===== src/rtl/ftc_pkg.sv =====
package ftc_pkg;
  localparam int unsigned FTC_REM_W   = 14;
  localparam int unsigned FTC_FN_W    = 16;
  localparam int unsigned FTC_THR_W   = 11;
  localparam int unsigned FTC_IVL_DEF = 11999;
  localparam int unsigned FTC_THR_DEF = 1576;
endpackage


===== src/rtl/ftc_cfg_regs.sv =====
module ftc_cfg_regs #(
  parameter int unsigned REM_W   = ftc_pkg::FTC_REM_W,
  parameter int unsigned THR_W   = ftc_pkg::FTC_THR_W,
  parameter int unsigned IVL_DEF = ftc_pkg::FTC_IVL_DEF,
  parameter int unsigned THR_DEF = ftc_pkg::FTC_THR_DEF
) (
  input  logic             clk_i,
  input  logic             rst_ni,
  input  logic             ivl_we_i,
  input  logic [REM_W-1:0] ivl_wdata_i,
  input  logic             thr_we_i,
  input  logic [THR_W-1:0] thr_wdata_i,
  output logic [REM_W-1:0] interval_o,
  output logic [THR_W-1:0] threshold_o
);
  always_ff @(posedge clk_i or negedge rst_ni) begin
    if (!rst_ni) begin
      interval_o  <= REM_W'(IVL_DEF);
      threshold_o <= THR_W'(THR_DEF);
    end else begin
      if (ivl_we_i) interval_o  <= ivl_wdata_i;
      if (thr_we_i) threshold_o <= thr_wdata_i;
    end
  end
endmodule


===== src/rtl/ftc_rem_ctr.sv =====
module ftc_rem_ctr #(
  parameter int unsigned REM_W   = ftc_pkg::FTC_REM_W,
  parameter int unsigned IVL_DEF = ftc_pkg::FTC_IVL_DEF
) (
  input  logic             clk_i,
  input  logic             rst_ni,
  input  logic             step_i,
  input  logic [REM_W-1:0] interval_i,
  output logic [REM_W-1:0] rem_o,
  output logic             reload_o
);
  assign reload_o = step_i && (rem_o == '0);

  // reload takes the register value present before the edge
  always_ff @(posedge clk_i or negedge rst_ni) begin
    if (!rst_ni)       rem_o <= REM_W'(IVL_DEF);
    else if (reload_o) rem_o <= interval_i;
    else if (step_i)   rem_o <= rem_o - REM_W'(1);
  end
endmodule


===== src/rtl/ftc_frame_ctr.sv =====
module ftc_frame_ctr #(
  parameter int unsigned FN_W = ftc_pkg::FTC_FN_W
) (
  input  logic            clk_i,
  input  logic            rst_ni,
  input  logic            adv_i,
  output logic [FN_W-1:0] frame_o,
  output logic            sof_o
);
  always_ff @(posedge clk_i or negedge rst_ni) begin
    if (!rst_ni) begin
      frame_o <= '0;
      sof_o   <= 1'b0;
    end else begin
      sof_o <= adv_i;
      if (adv_i) frame_o <= frame_o + FN_W'(1);
    end
  end
endmodule


===== src/rtl/ftc_ls_gate.sv =====
module ftc_ls_gate #(
  parameter int unsigned REM_W = ftc_pkg::FTC_REM_W,
  parameter int unsigned THR_W = ftc_pkg::FTC_THR_W
) (
  input  logic [REM_W-1:0] rem_i,
  input  logic [THR_W-1:0] thr_i,
  output logic             commit_o
);
  localparam int unsigned CMP_W = (REM_W > THR_W) ? REM_W : THR_W;
  logic [CMP_W-1:0] rem_x, thr_x;

  generate
    if (REM_W >= THR_W) begin : g_wide_rem
      assign rem_x = rem_i;
      assign thr_x = {{(CMP_W-THR_W){1'b0}}, thr_i};
    end else begin : g_wide_thr
      assign rem_x = {{(CMP_W-REM_W){1'b0}}, rem_i};
      assign thr_x = thr_i;
    end
  endgenerate

  assign commit_o = rem_x > thr_x;
endmodule


===== src/rtl/usb_frame_timer.sv =====
module usb_frame_timer #(
  parameter int unsigned REM_W   = ftc_pkg::FTC_REM_W,
  parameter int unsigned FN_W    = ftc_pkg::FTC_FN_W,
  parameter int unsigned THR_W   = ftc_pkg::FTC_THR_W,
  parameter int unsigned IVL_DEF = ftc_pkg::FTC_IVL_DEF,
  parameter int unsigned THR_DEF = ftc_pkg::FTC_THR_DEF
) (
  input  logic             clk_i,
  input  logic             rst_ni,
  input  logic             bit_tick_i,
  input  logic             run_i,
  input  logic             ivl_we_i,
  input  logic [REM_W-1:0] ivl_wdata_i,
  input  logic             thr_we_i,
  input  logic [THR_W-1:0] thr_wdata_i,
  output logic [REM_W-1:0] interval_o,
  output logic [THR_W-1:0] threshold_o,
  output logic [REM_W-1:0] remaining_o,
  output logic [FN_W-1:0]  frame_num_o,
  output logic             sof_o,
  output logic             ls_commit_o
);
  logic step, reload;

  assign step = bit_tick_i && run_i;

  ftc_cfg_regs #(
    .REM_W(REM_W), .THR_W(THR_W), .IVL_DEF(IVL_DEF), .THR_DEF(THR_DEF)
  ) u_cfg (
    .clk_i, .rst_ni,
    .ivl_we_i, .ivl_wdata_i, .thr_we_i, .thr_wdata_i,
    .interval_o, .threshold_o
  );

  ftc_rem_ctr #(.REM_W(REM_W), .IVL_DEF(IVL_DEF)) u_rem (
    .clk_i, .rst_ni,
    .step_i(step), .interval_i(interval_o),
    .rem_o(remaining_o), .reload_o(reload)
  );

  ftc_frame_ctr #(.FN_W(FN_W)) u_fn (
    .clk_i, .rst_ni,
    .adv_i(reload), .frame_o(frame_num_o), .sof_o(sof_o)
  );

  ftc_ls_gate #(.REM_W(REM_W), .THR_W(THR_W)) u_ls (
    .rem_i(remaining_o), .thr_i(threshold_o), .commit_o(ls_commit_o)
  );
endmodule


===== config.mk =====
export PLATFORM = sky130hd
export DESIGN_NAME = usb_frame_timer
export DESIGN_NICKNAME = d
export VERILOG_FILES = /design/src/rtl/ftc_pkg.sv /design/src/rtl/ftc_cfg_regs.sv /design/src/rtl/ftc_rem_ctr.sv /design/src/rtl/ftc_frame_ctr.sv /design/src/rtl/ftc_ls_gate.sv /design/src/rtl/usb_frame_timer.sv
export SDC_FILE = /design/constraint.sdc
export NUM_CORES = 1
export LEC_CHECK = 0
export BUFFER_PORTS_ARGS = -buffer_cell sky130_fd_sc_hd__buf_4
export CORE_MARGIN = 8
export CORE_UTILIZATION = 50
export CTS_CLUSTER_DIAMETER = 200
export CTS_CLUSTER_SIZE = 28
export DETAILED_ROUTE_END_ITERATION = 16
export HOLD_SLACK_MARGIN = 0.02
export PLACE_DENSITY_LB_ADDON = 0.05
export SYNTH_ARGS = -nofsm -noshare
export SYNTH_HDL_FRONTEND = slang
export SYNTH_HIERARCHICAL = 1
export SYNTH_SLANG_ARGS = --single-unit

===== constraint.sdc =====
create_clock -name clk_i -period 2.88 [get_ports clk_i]
set_input_delay 0.144 -clock clk_i [delete_from_list [all_inputs] [get_ports clk_i]]
set_output_delay 0.144 -clock clk_i [all_outputs]
set_load 0.05 [all_outputs]

* Word-level counts from Yosys, hierarchy flattened
Cells that the tools add are included.
** Operators by class
- $lt $le $gt $ge :: 1
- Muxes and demuxes :: 2
- $add $sub $neg :: 2
- Reduce and logical (&&, ||, !) cells :: 4
** Operators by type and width (number)
- $mux W14 :: 2
- $add A16 B1 Y16 const B :: 1
- $gt A14 B11 Y1 :: 1
- $logic_not A14 Y1 :: 1
- $sub A14 B1 Y14 const B :: 1
- $logic_and A1 B1 Y1 :: 2
- $reduce_bool A2 Y1 :: 1
** Storage, ports and cells
- Bits in registers :: 56
- Word-level logic and storage cells :: 14
- Output and inout port bits :: 57

* Longest topological paths before layout
Gate-level depths: netlist of run 1.
- Depth in word-level cells :: 3
- Mapped depth :: 10
- Depth with buffers taken out :: 9

* By module
Netlist of run 1, hierarchy kept.
** Modules (own cells, without submodules)
- ftc_cfg_regs :: cells an instance 52, area an instance 944.7 sq um, instances 1
- ftc_rem_ctr :: cells an instance 98, area an instance 919.6 sq um, instances 1
- ftc_frame_ctr :: cells an instance 57, area an instance 720.7 sq um, instances 1
- ftc_ls_gate :: cells an instance 39, area an instance 289.0 sq um, instances 1
- usb_frame_timer :: cells an instance 1, area an instance 6.3 sq um, instances 1

* Least setup slack after synthesis of run 1
OpenSTA, ideal clock, no wires.
- Path kind :: reg-to-output
- From :: register u_cfg.threshold_o[10]
- To :: output port ls_commit_o
- Arrival :: 2.363 ns
- Data required time :: 2.736 ns
- Stages on the path, launching flop included :: 7
- Path slack :: 0.373 ns
- Cell sequence :: dfstp_2 -> inv_1 -> ha_1 -> and4b_1 -> nand4_1 -> a31o_1 -> a31oi_1
** On the way
- Word-level cells in the longest chain between the ends :: 1
** RTL lines
- start, declared :: line ftc_cfg_regs.sv:14 : output logic [THR_W-1:0] threshold_o
- start signal, assigned :: line ftc_cfg_regs.sv:19 : threshold_o <= THR_W'(THR_DEF);
- start signal, assigned :: line ftc_cfg_regs.sv:22 : if (thr_we_i) threshold_o <= thr_wdata_i;
- $gt A14 B11 Y1 :: line ftc_ls_gate.sv:22 : assign commit_o = rem_x > thr_x;
- end, declared :: line usb_frame_timer.sv:21 : output logic ls_commit_o
No other way between the ends.

* Worst setup path in the final report of run 1
Ends and elaborated chain as after synthesis.

==> impl_table.tex, run 1 <==
\begin{tabular}{lr}
\hline
Metric & Value \\
\hline
\multicolumn{2}{l}{\textbf{Clock tree}} \\
\quad CTS tree & built \\
\quad Clock slew at the register clock pins of the worst setup and hold paths & around 110 ps \\
\quad \# H-tree levels & 2 \\
\quad Clk buf depth & 2 \\
\quad Clk sinks & 56 \\
\quad Clk\_lat worst skew & 320 ps \\
\quad Cell chosen for the clock root & sky130\_fd\_sc\_hd\_\_clkbuf\_8 \\
\quad Buffers inserted during post-CTS setup optimization & 0 \\
\quad Number of buffers inserted during clock tree synthesis & 5 \\
\quad Resize count post-CTS & 0 \\
\multicolumn{2}{l}{\textbf{Synth}} \\
\quad Instance count of the mapped netlist & 247 \\
\quad Biggest area contributors in the synthesized netlist & sky130\_fd\_sc\_hd\_\_dfrtp\_1 (26\%), sky130\_fd\_sc\_hd\_\_dfstp\_2 (24\%), sky130\_fd\_sc\_hd\_\_mux2\_2 (9.8\%), sky130\_fd\_sc\_hd\_\_ha\_1 (6.1\%), sky130\_fd\_sc\_hd\_\_inv\_1 (2.9\%) \\
\quad Top cells by instance count after synthesis & sky130\_fd\_sc\_hd\_\_dfrtp\_1 (30), sky130\_fd\_sc\_hd\_\_dfstp\_2 (26), sky130\_fd\_sc\_hd\_\_mux2\_2 (25) \\
\quad Most common cell in the netlist & sky130\_fd\_sc\_hd\_\_dfrtp\_1 \\
\quad Synth Cell Area & about 2900 um2 \\
\quad Count of yosys warnings during synthesis & 6 \\
\quad Most used DFF post-synth & sky130\_fd\_sc\_hd\_\_dfrtp\_1 \\
\quad Synth top area share & 0.2606 \\
\quad Syn\_nets & about 300 \\
\quad Post-synth top area cell & sky130\_fd\_sc\_hd\_\_dfrtp\_1 \\
\quad Number of synthesized register bits & between 50 and 60 \\
\quad Synth async-reset ratio & 1.000 \\
\quad Avg Synthesized Cell Area & about 12 um2 \\
\quad Seq/Total Area, Yosys & 0.4978 \\
\quad Synth cell types & 46 \\
\quad Post-synth EDFFs & 0 \\
\multicolumn{2}{l}{\textbf{Run}} \\
\quad Number of violations of the max-capacitance limit & 0 \\
\multicolumn{2}{l}{\textbf{STA}} \\
\quad Transition time at the pin with the least slew margin & between 700 and 800 ps \\
\quad Hold slack final & 50.58 ps \\
\quad Setup repair after global routing missed its margin & no \\
\quad Final hold violations & 0 \\
\quad Clock skew & 10.45 ps \\
\quad Setup violations, final & 0 \\
\quad F\_max & around 420 MHz \\
\quad Post-route minimum period & $\sim$2400 ps \\
\quad Final Max Slew Viols & 0 \\
\quad Minimum setup slack in the final design & about 510 ps \\
\quad Aggregate negative setup slack & 0 ps \\
\quad Ratio of final minimum period to clock period & 0.8225 \\
\quad Normalized max-slew margin & 0.5233 \\
\multicolumn{2}{l}{\textbf{Placement}} \\
\quad PortBufs & slightly below 90 \\
\quad RD Place Congestion & 0.8222 \\
\quad Setup slack at placement & 591.7 ps \\
\quad Dpl hpwl & $\sim$5300 um \\
\multicolumn{2}{l}{\textbf{Routing}} \\
\quad Total length of routed wires & between 7000 and 8000 um \\
\quad Antenna-violating nets left & 0 \\
\quad Starting DRC count in detailed routing & $\sim$130 \\
\quad Residual DRC count & 0 \\
\quad Detailed-routing iteration count for the pre-antenna-repair pass & 4 \\
\quad Via/cell ratio & 5.426 \\
\quad Vias & 2,230 \\
\quad Detailed-route wire length per cell & 17.12 um \\
\multicolumn{2}{l}{\textbf{Die}} \\
\quad I/O pin cnt & between 80 and 90 \\
\quad Vertical die dimension & $\sim$90 um \\
\quad Std-Cell Core Area & about 5500 um2 \\
\quad Row count & 27 \\
\quad Die area & $\sim$8400 um2 \\
\quad Width of the die & 91.90 um \\
\quad Initial core utilization & 0.5199 \\
\multicolumn{2}{l}{\textbf{Power and ir drop}} \\
\quad Reg power frac & 0.474 \\
\quad Combinational share of power & 0.314 \\
\quad Largest vdd supply drop & between 0.3 and 0.4 mV \\
\quad Internal & 1.307 mW \\
\quad Share of power burned in the clock network & 0.212 \\
\quad Total leakage power & approximately 1.8 nW \\
\quad Net Switching & about 0.79 mW \\
\quad Post-layout total power & about 2.1 mW \\
\quad Cell Pwr Density & $\sim$570 nW/um2 \\
\quad Switching share of power & 0.3757 \\
\multicolumn{2}{l}{\textbf{Setup path}} \\
\quad Critical Path Source Type & flip-flop \\
\quad Required time of the critical path & $\sim$2700 ps \\
\quad Maximum fanout count along the critical path & 3 \\
\quad Worst setup path category & reg -> out \\
\quad Endpoint arrival time on the critical path & around 2200 ps \\
\quad Crit. End Element & output pin \\
\multicolumn{2}{l}{\textbf{Finish}} \\
\quad \# diodes & 0 \\
\quad Final Net Count & between 300 and 400 \\
\quad Layout overhead on the synthesized area & 28.45\% \\
\quad Number of filler cells placed in the layout & around 470 \\
\quad Core utilization of the finished layout & 0.6678 \\
\quad Share of post-route cells with drive strength above 1 & 0.4661 \\
\multicolumn{2}{l}{\textbf{Global route}} \\
\quad Number of global-route vias before repair & around 2.4k \\
\quad Largest net degree at the start of global routing & 57 \\
\quad Overflow left after global routing & 0 \\
\quad Gr usage total & 0.1685 \\
\quad Global-route wire length before repair & 11,650 um \\
\quad Antenna violations before repair & 0 \\
\multicolumn{2}{l}{\textbf{Run status}} \\
\quad Result of the run & complete, no violations \\
\multicolumn{2}{l}{\textbf{Min path}} \\
\quad Path category of the worst min-delay check & in -> reg \\
\hline
\end{tabular}
## final cells by class
class / instances / area, um2 / share of cell area
Multi-Input combinational cell: 161 / 1313 / 0.3548
Timing Repair Buffer: 91 / 685.7 / 0.1853
Inverter: 23 / 86.33 / 0.02333
Clock inverter: 3 / 22.52 / 0.006087
Clock buffer: 5 / 68.82 / 0.01860
Tap cell: 72 / 90.09 / 0.02435
Sequential cell: 56 / 1434 / 0.3876
## worst paths after layout
check / from / end / slack [ps] / cells after the start
min: thr_wdata_i[1] / u_cfg/threshold_o[1]$_DFFE_PN0P_ / 50 / 2
max in group asynchronous: rst_ni / u_rem/rem_o[12]$_DFFE_PN0P_ / 1980 / 2
max reg2reg: u_rem/rem_o[0]$_DFFE_PN1P_ / u_fn/frame_o[12]$_DFFE_PN0P_ / 550 / 9
max: u_cfg/threshold_o[10]$_DFFE_PN1P_ / ls_commit_o / 510 / 7
min in group asynchronous: rst_ni / u_cfg/interval_o[12]$_DFFE_PN0P_ / 410 / 2
min reg2reg: u_fn/frame_o[15]$_DFFE_PN0P_ / u_fn/frame_o[15]$_DFFE_PN0P_ / 480 / 1
## routing by layer
metal  up-vias  share of wire  global-route usage
li1       1072              -                   -
met1      1087           0.40              0.1852
met2        64           0.53              0.3021
met3         7          0.063             0.05053
met4         0          0.011             0.05503
met5         -              0                   0
## stage by stage
stage	std cells	instance area [um2]
2_1_floorplan	247	2880
3_3_place_gp	402	3598
3_5_place_dp	402	3598
4_1_cts	411	3700
5_1_grt	411	3700
6_report	411	3700
## critical path, stage by stage (launching register included)
cell and delay [ps]:
sky130_fd_sc_hd__dfstp_2 560, sky130_fd_sc_hd__inv_1 60, sky130_fd_sc_hd__ha_1 300, sky130_fd_sc_hd__and4b_1 240, sky130_fd_sc_hd__nand4_1 150, sky130_fd_sc_hd__a31o_1 210
sky130_fd_sc_hd__a31oi_1 170, sky130_fd_sc_hd__buf_4 220
## power groups by stage
stage | Clock (mW) | Sequential [mW] | Combinational [mW]
after CTS | 0.461 | 0.995 | 0.664
after global routing | 0.477 | 1.01 | 0.705
final | 0.444 | 0.991 | 0.658
after detailed placement | 0 | 1.01 | 0.660
after floorplan | 0 | 1.23 | 0.196
after global placement | 0 | 1.00 | 0.653
## logic make-up (layout without fill, tap and decap cells)
group | Yosys count | in the layout | synth area share
flops | 56 | 56 | 0.4978
buf+inv | 30 | 122 | 0.04648
mux | 28 | 28 | 0.1086
xor+xnor | 16 | 16 | 0.04866
simple gates | 65 | 65 | 0.1460
fa+ha+maj | 14 | 14 | 0.06082
compound gates | 38 | 38 | 0.09166
## cells in the final DEF (no fill, tap or decap), types with 4 or more instances in the layout
cell type and count:
sky130_fd_sc_hd__dfstp_2 26, sky130_fd_sc_hd__and3_1 5, sky130_fd_sc_hd__buf_4 90, sky130_fd_sc_hd__nand2_1 10
sky130_fd_sc_hd__o2bb2ai_1 4, sky130_fd_sc_hd__nand4_1 7, sky130_fd_sc_hd__nor3_1 4, sky130_fd_sc_hd__clkbuf_8 5
sky130_fd_sc_hd__xnor2_1 9, sky130_fd_sc_hd__o21ai_0 9, sky130_fd_sc_hd__xor2_1 7, sky130_fd_sc_hd__nand3_1 8
sky130_fd_sc_hd__nor2_1 11, sky130_fd_sc_hd__a22oi_1 7, sky130_fd_sc_hd__dfrtp_1 30, sky130_fd_sc_hd__ha_1 14
sky130_fd_sc_hd__mux2_2 25, sky130_fd_sc_hd__inv_1 22
## what timing repair did
item	CTS	global route
hold buffers	1	0
endpoints found under the setup margin	0	0
endpoints found under the hold margin	30	0
## state kept, by name, indices dropped and copies added, names as in the netlist
signal             count
u_fn/sof_o             1
u_rem/rem_o           14
u_cfg/interval_o      14
u_cfg/threshold_o     11
u_fn/frame_o          16
Note: power is estimated with default switching activity, not from simulation.
==> run 2: changes to the inputs <==
==> constraint.sdc (replaced) <==
create_clock -name clk_i -period 2.2 [get_ports clk_i]
set_input_delay 0.11 -clock clk_i [delete_from_list [all_inputs] [get_ports clk_i]]
set_output_delay 0.11 -clock clk_i [all_outputs]
set_load 0.05 [all_outputs]
==> run 2 against run 1 <==
  * Power grew 32%
  * Critical path depth stayed put
  * Sequential share of layout area down 1.0 points
  * Worst hold slack worse by 20 ps
  * Utilization increased by 1.8 points
  * Critical path type unchanged
  * Combinational power up 38%
  * Largest cell class unchanged
  * Routed wire length hardly changed
  * Setup slack worse by 500 ps
==> impl_table.tex, run 2 (same netlist as run 1, synthesis figures left out) <==
\begin{tabular}{lr}
\hline
Metric & Value \\
\hline
\multicolumn{2}{l}{\textbf{STA}} \\
\quad Ratio of final minimum period to clock period & 0.9963 \\
\quad Final hold violations & 0 \\
\quad Setup violations, final & 0 \\
\quad Minimum setup slack in the final design & 8.203 ps \\
\quad Clock skew & between 5 and 6 ps \\
\quad Transition time at the pin with the least slew margin & $\sim$730 ps \\
\quad Post-route minimum period & 2192 ps \\
\quad Normalized max-slew margin & 0.5156 \\
\quad Setup repair after global routing missed its margin & yes \\
\quad Final Max Slew Viols & 0 \\
\quad F\_max & 456.2 MHz \\
\multicolumn{2}{l}{\textbf{Placement}} \\
\quad PortBufs & 87 \\
\quad Setup slack at placement & about 150 ps \\
\quad Standard cell area after detailed placement & 3643 um2 \\
\quad Dpl hpwl & approximately 5300 um \\
\quad RD Place Congestion & 0.8155 \\
\multicolumn{2}{l}{\textbf{Setup path}} \\
\quad Startpoint of the worst register-to-register path & u\_rem/rem\_o[0]\$\_DFFE\_PN1P\_ \\
\quad Critical path depth in cells & 7 \\
\quad Cells along the critical path & inv\_2 > ha\_4 > and4b\_1 > nand4\_1 > a31o\_1 > a31oi\_4 > buf\_6 \\
\quad Worst setup path category & reg -> out \\
\quad Crit. End Element & output pin \\
\quad Endpoint of the worst register-to-register path & u\_fn/frame\_o[12]\$\_DFFE\_PN0P\_ \\
\quad Endpoint arrival time on the critical path & approximately 2100 ps \\
\quad Critical Path Source Type & flip-flop \\
\quad Cell count of the worst reg-to-reg path & 9 \\
\quad Maximum fanout count along the critical path & 2 \\
\quad Required time of the critical path & 2090 ps \\
\quad Critical path buffers and inverters & 2 \\
\quad Crit-path leading delay family & flip-flops \\
\quad Slowest stage delay, CP & 550 ps \\
\quad R2r setup slk & 180 ps \\
\quad Critical Path Slowest Stage Cell & sky130\_fd\_sc\_hd\_\_dfstp\_2 \\
\multicolumn{2}{l}{\textbf{Min path}} \\
\quad Worst min-delay path endpoint & u\_cfg/interval\_o[11]\$\_DFFE\_PN1P\_ \\
\quad Number of cells on the worst hold path & 2 \\
\quad Path category of the worst min-delay check & in -> reg \\
\quad Hold\_sp & ivl\_wdata\_i[11] \\
\multicolumn{2}{l}{\textbf{Finish}} \\
\quad Layout overhead on the synthesized area & 31.84\% \\
\quad Share of post-route cells with drive strength above 1 & 0.4913 \\
\quad Final Net Count & about 390 \\
\quad Max FFs per register & 16 \\
\quad Most frequent cells in the layout & sky130\_fd\_sc\_hd\_\_buf\_4 (94), sky130\_fd\_sc\_hd\_\_dfrtp\_1 (30), sky130\_fd\_sc\_hd\_\_dfstp\_2 (26) \\
\quad Post-route design area & between 3000 and 4000 um2 \\
\quad Registers with the most flip-flops & u\_fn/frame\_o x16, u\_cfg/interval\_o x14, u\_rem/rem\_o x14 \\
\quad Number of filler cells placed in the layout & 456 \\
\quad \# diodes & 0 \\
\quad Core utilization of the finished layout & 0.6854 \\
\quad Most common library cell in the layout ignoring fill and taps & sky130\_fd\_sc\_hd\_\_buf\_4 \\
\quad Register with the most flip-flops & u\_fn/frame\_o \\
\multicolumn{2}{l}{\textbf{Run}} \\
\quad Number of violations of the max-capacitance limit & 0 \\
\multicolumn{2}{l}{\textbf{Routing}} \\
\quad Total length of routed wires & just over 7000 um \\
\quad Via/cell ratio & 5.363 \\
\quad Starting DRC count in detailed routing & 143 \\
\quad Vias & approximately 2.2k \\
\quad Detailed-routing iteration count for the pre-antenna-repair pass & 6 \\
\quad Residual DRC count & 0 \\
\quad Antenna-violating nets left & 0 \\
\quad Detailed-route wire length per cell & approximately 17 um \\
\multicolumn{2}{l}{\textbf{Clock tree}} \\
\quad Number of buffers inserted during clock tree synthesis & 5 \\
\quad Clock slew at the register clock pins of the worst setup and hold paths & $\sim$100 ps \\
\quad Cell chosen for the clock root & sky130\_fd\_sc\_hd\_\_clkbuf\_8 \\
\quad Clk buf depth & 2 \\
\quad Clk sinks & 56 \\
\quad \# H-tree levels & 2 \\
\quad CTS tree & built \\
\quad Clk\_lat worst skew & roughly 310 ps \\
\multicolumn{2}{l}{\textbf{Power and ir drop}} \\
\quad Total leakage power & roughly 1.9 nW \\
\quad Cell Pwr Density & 726.8 nW/um2 \\
\quad Largest vdd supply drop & 0.3339 mV \\
\multicolumn{2}{l}{\textbf{Die}} \\
\quad I/O pin cnt & approximately 90 \\
\quad Std-Cell Core Area & $\sim$5500 um2 \\
\quad Die area & approximately 8400 um2 \\
\quad Width of the die & 91.90 um \\
\quad Initial core utilization & 0.5199 \\
\quad Vertical die dimension & 91.90 um \\
\quad Row count & 27 \\
\multicolumn{2}{l}{\textbf{Global route}} \\
\quad Largest net degree at the start of global routing & 57 \\
\quad Overflow left after global routing & 0 \\
\quad Antenna violations before repair & 0 \\
\quad Number of global-route vias before repair & about 2.4k \\
\quad Gr usage total & 0.1698 \\
\quad Global-route wire length before repair & 11,670 um \\
\multicolumn{2}{l}{\textbf{Run status}} \\
\quad Result of the run & complete, no violations \\
\hline
\end{tabular}
## run 2: cell types whose count changed in the layout (fill, tap and decap cells not counted), sizes merged
cell,delta
buf,+5
clkinv,+1
inv,-1
## run 2: power breakdown
part / switching [mW] / total (mW) / internal [mW]
sequential: 0.122 / 1.29 / 1.17
clock: 0.336 / 0.559 / 0.223
combinational: 0.576 / 0.907 / 0.330
total: 1.03 / 2.76 / 1.73
## run 2: layout make-up
cell class / instances / area (um2) / area share
multi-input cells: 161 / 1373 / 0.3615
repair buffers: 96 / 726.9 / 0.1914
clock inverters: 3 / 18.77 / 0.004942
inverters: 23 / 86.33 / 0.02273
well taps: 72 / 90.09 / 0.02372
clock buffers: 5 / 68.82 / 0.01812
flip-flops and latches: 56 / 1434 / 0.3776
## run 2: worst max path at each step
| stage | start | to | slack (ps) |
|---|---|---|---|
| floorplan | u_rem/rem_o[0]$_DFFE_PN1P_ | u_fn/frame_o[11]$_DFFE_PN0P_ | -10 |
| global placement | u_cfg/threshold_o[10]$_DFFE_PN1P_ | ls_commit_o | 260 |
| detailed placement | u_rem/rem_o[0]$_DFFE_PN1P_ | u_fn/frame_o[12]$_DFFE_PN0P_ | 150 |
| CTS | u_cfg/threshold_o[10]$_DFFE_PN1P_ | ls_commit_o | -10 |
| global route | u_cfg/threshold_o[10]$_DFFE_PN1P_ | ls_commit_o | -110 |
| finish | u_cfg/threshold_o[9]$_DFFE_PN1P_ | ls_commit_o | 8 |
## run 2: what timing repair did
action | CTS | global route
hold buffers | 1 | 0
pin swaps | 4 | 2
setup endpoints to repair | 1 | 4
endpoints found under the hold margin | 30 | 0
setup buffers | 1 | 0
gates resized for setup | 6 | 2
## run 2: through the flow
stage	std cells	power, mW	TNS, ps	hold slack [ps]
after floorplan	247	1.875	-17.50	-185.6
after global placement	406	2.182	0	207.5
after detailed placement	406	2.202	0	204.1
after CTS	416	2.775	-14.07	22.71
after global routing	416	2.901	-120.6	21.70
final	416	2.760	0	30.36
## run 2: per-layer routing
metal  GRT usage  wire length [um]  up-vias
li1            -                 -     1076
met1      0.1891              2845     1084
met2      0.3081              3703       65
met3     0.05297               436        6
met4     0.03758                57        0
met5           0                 0        -
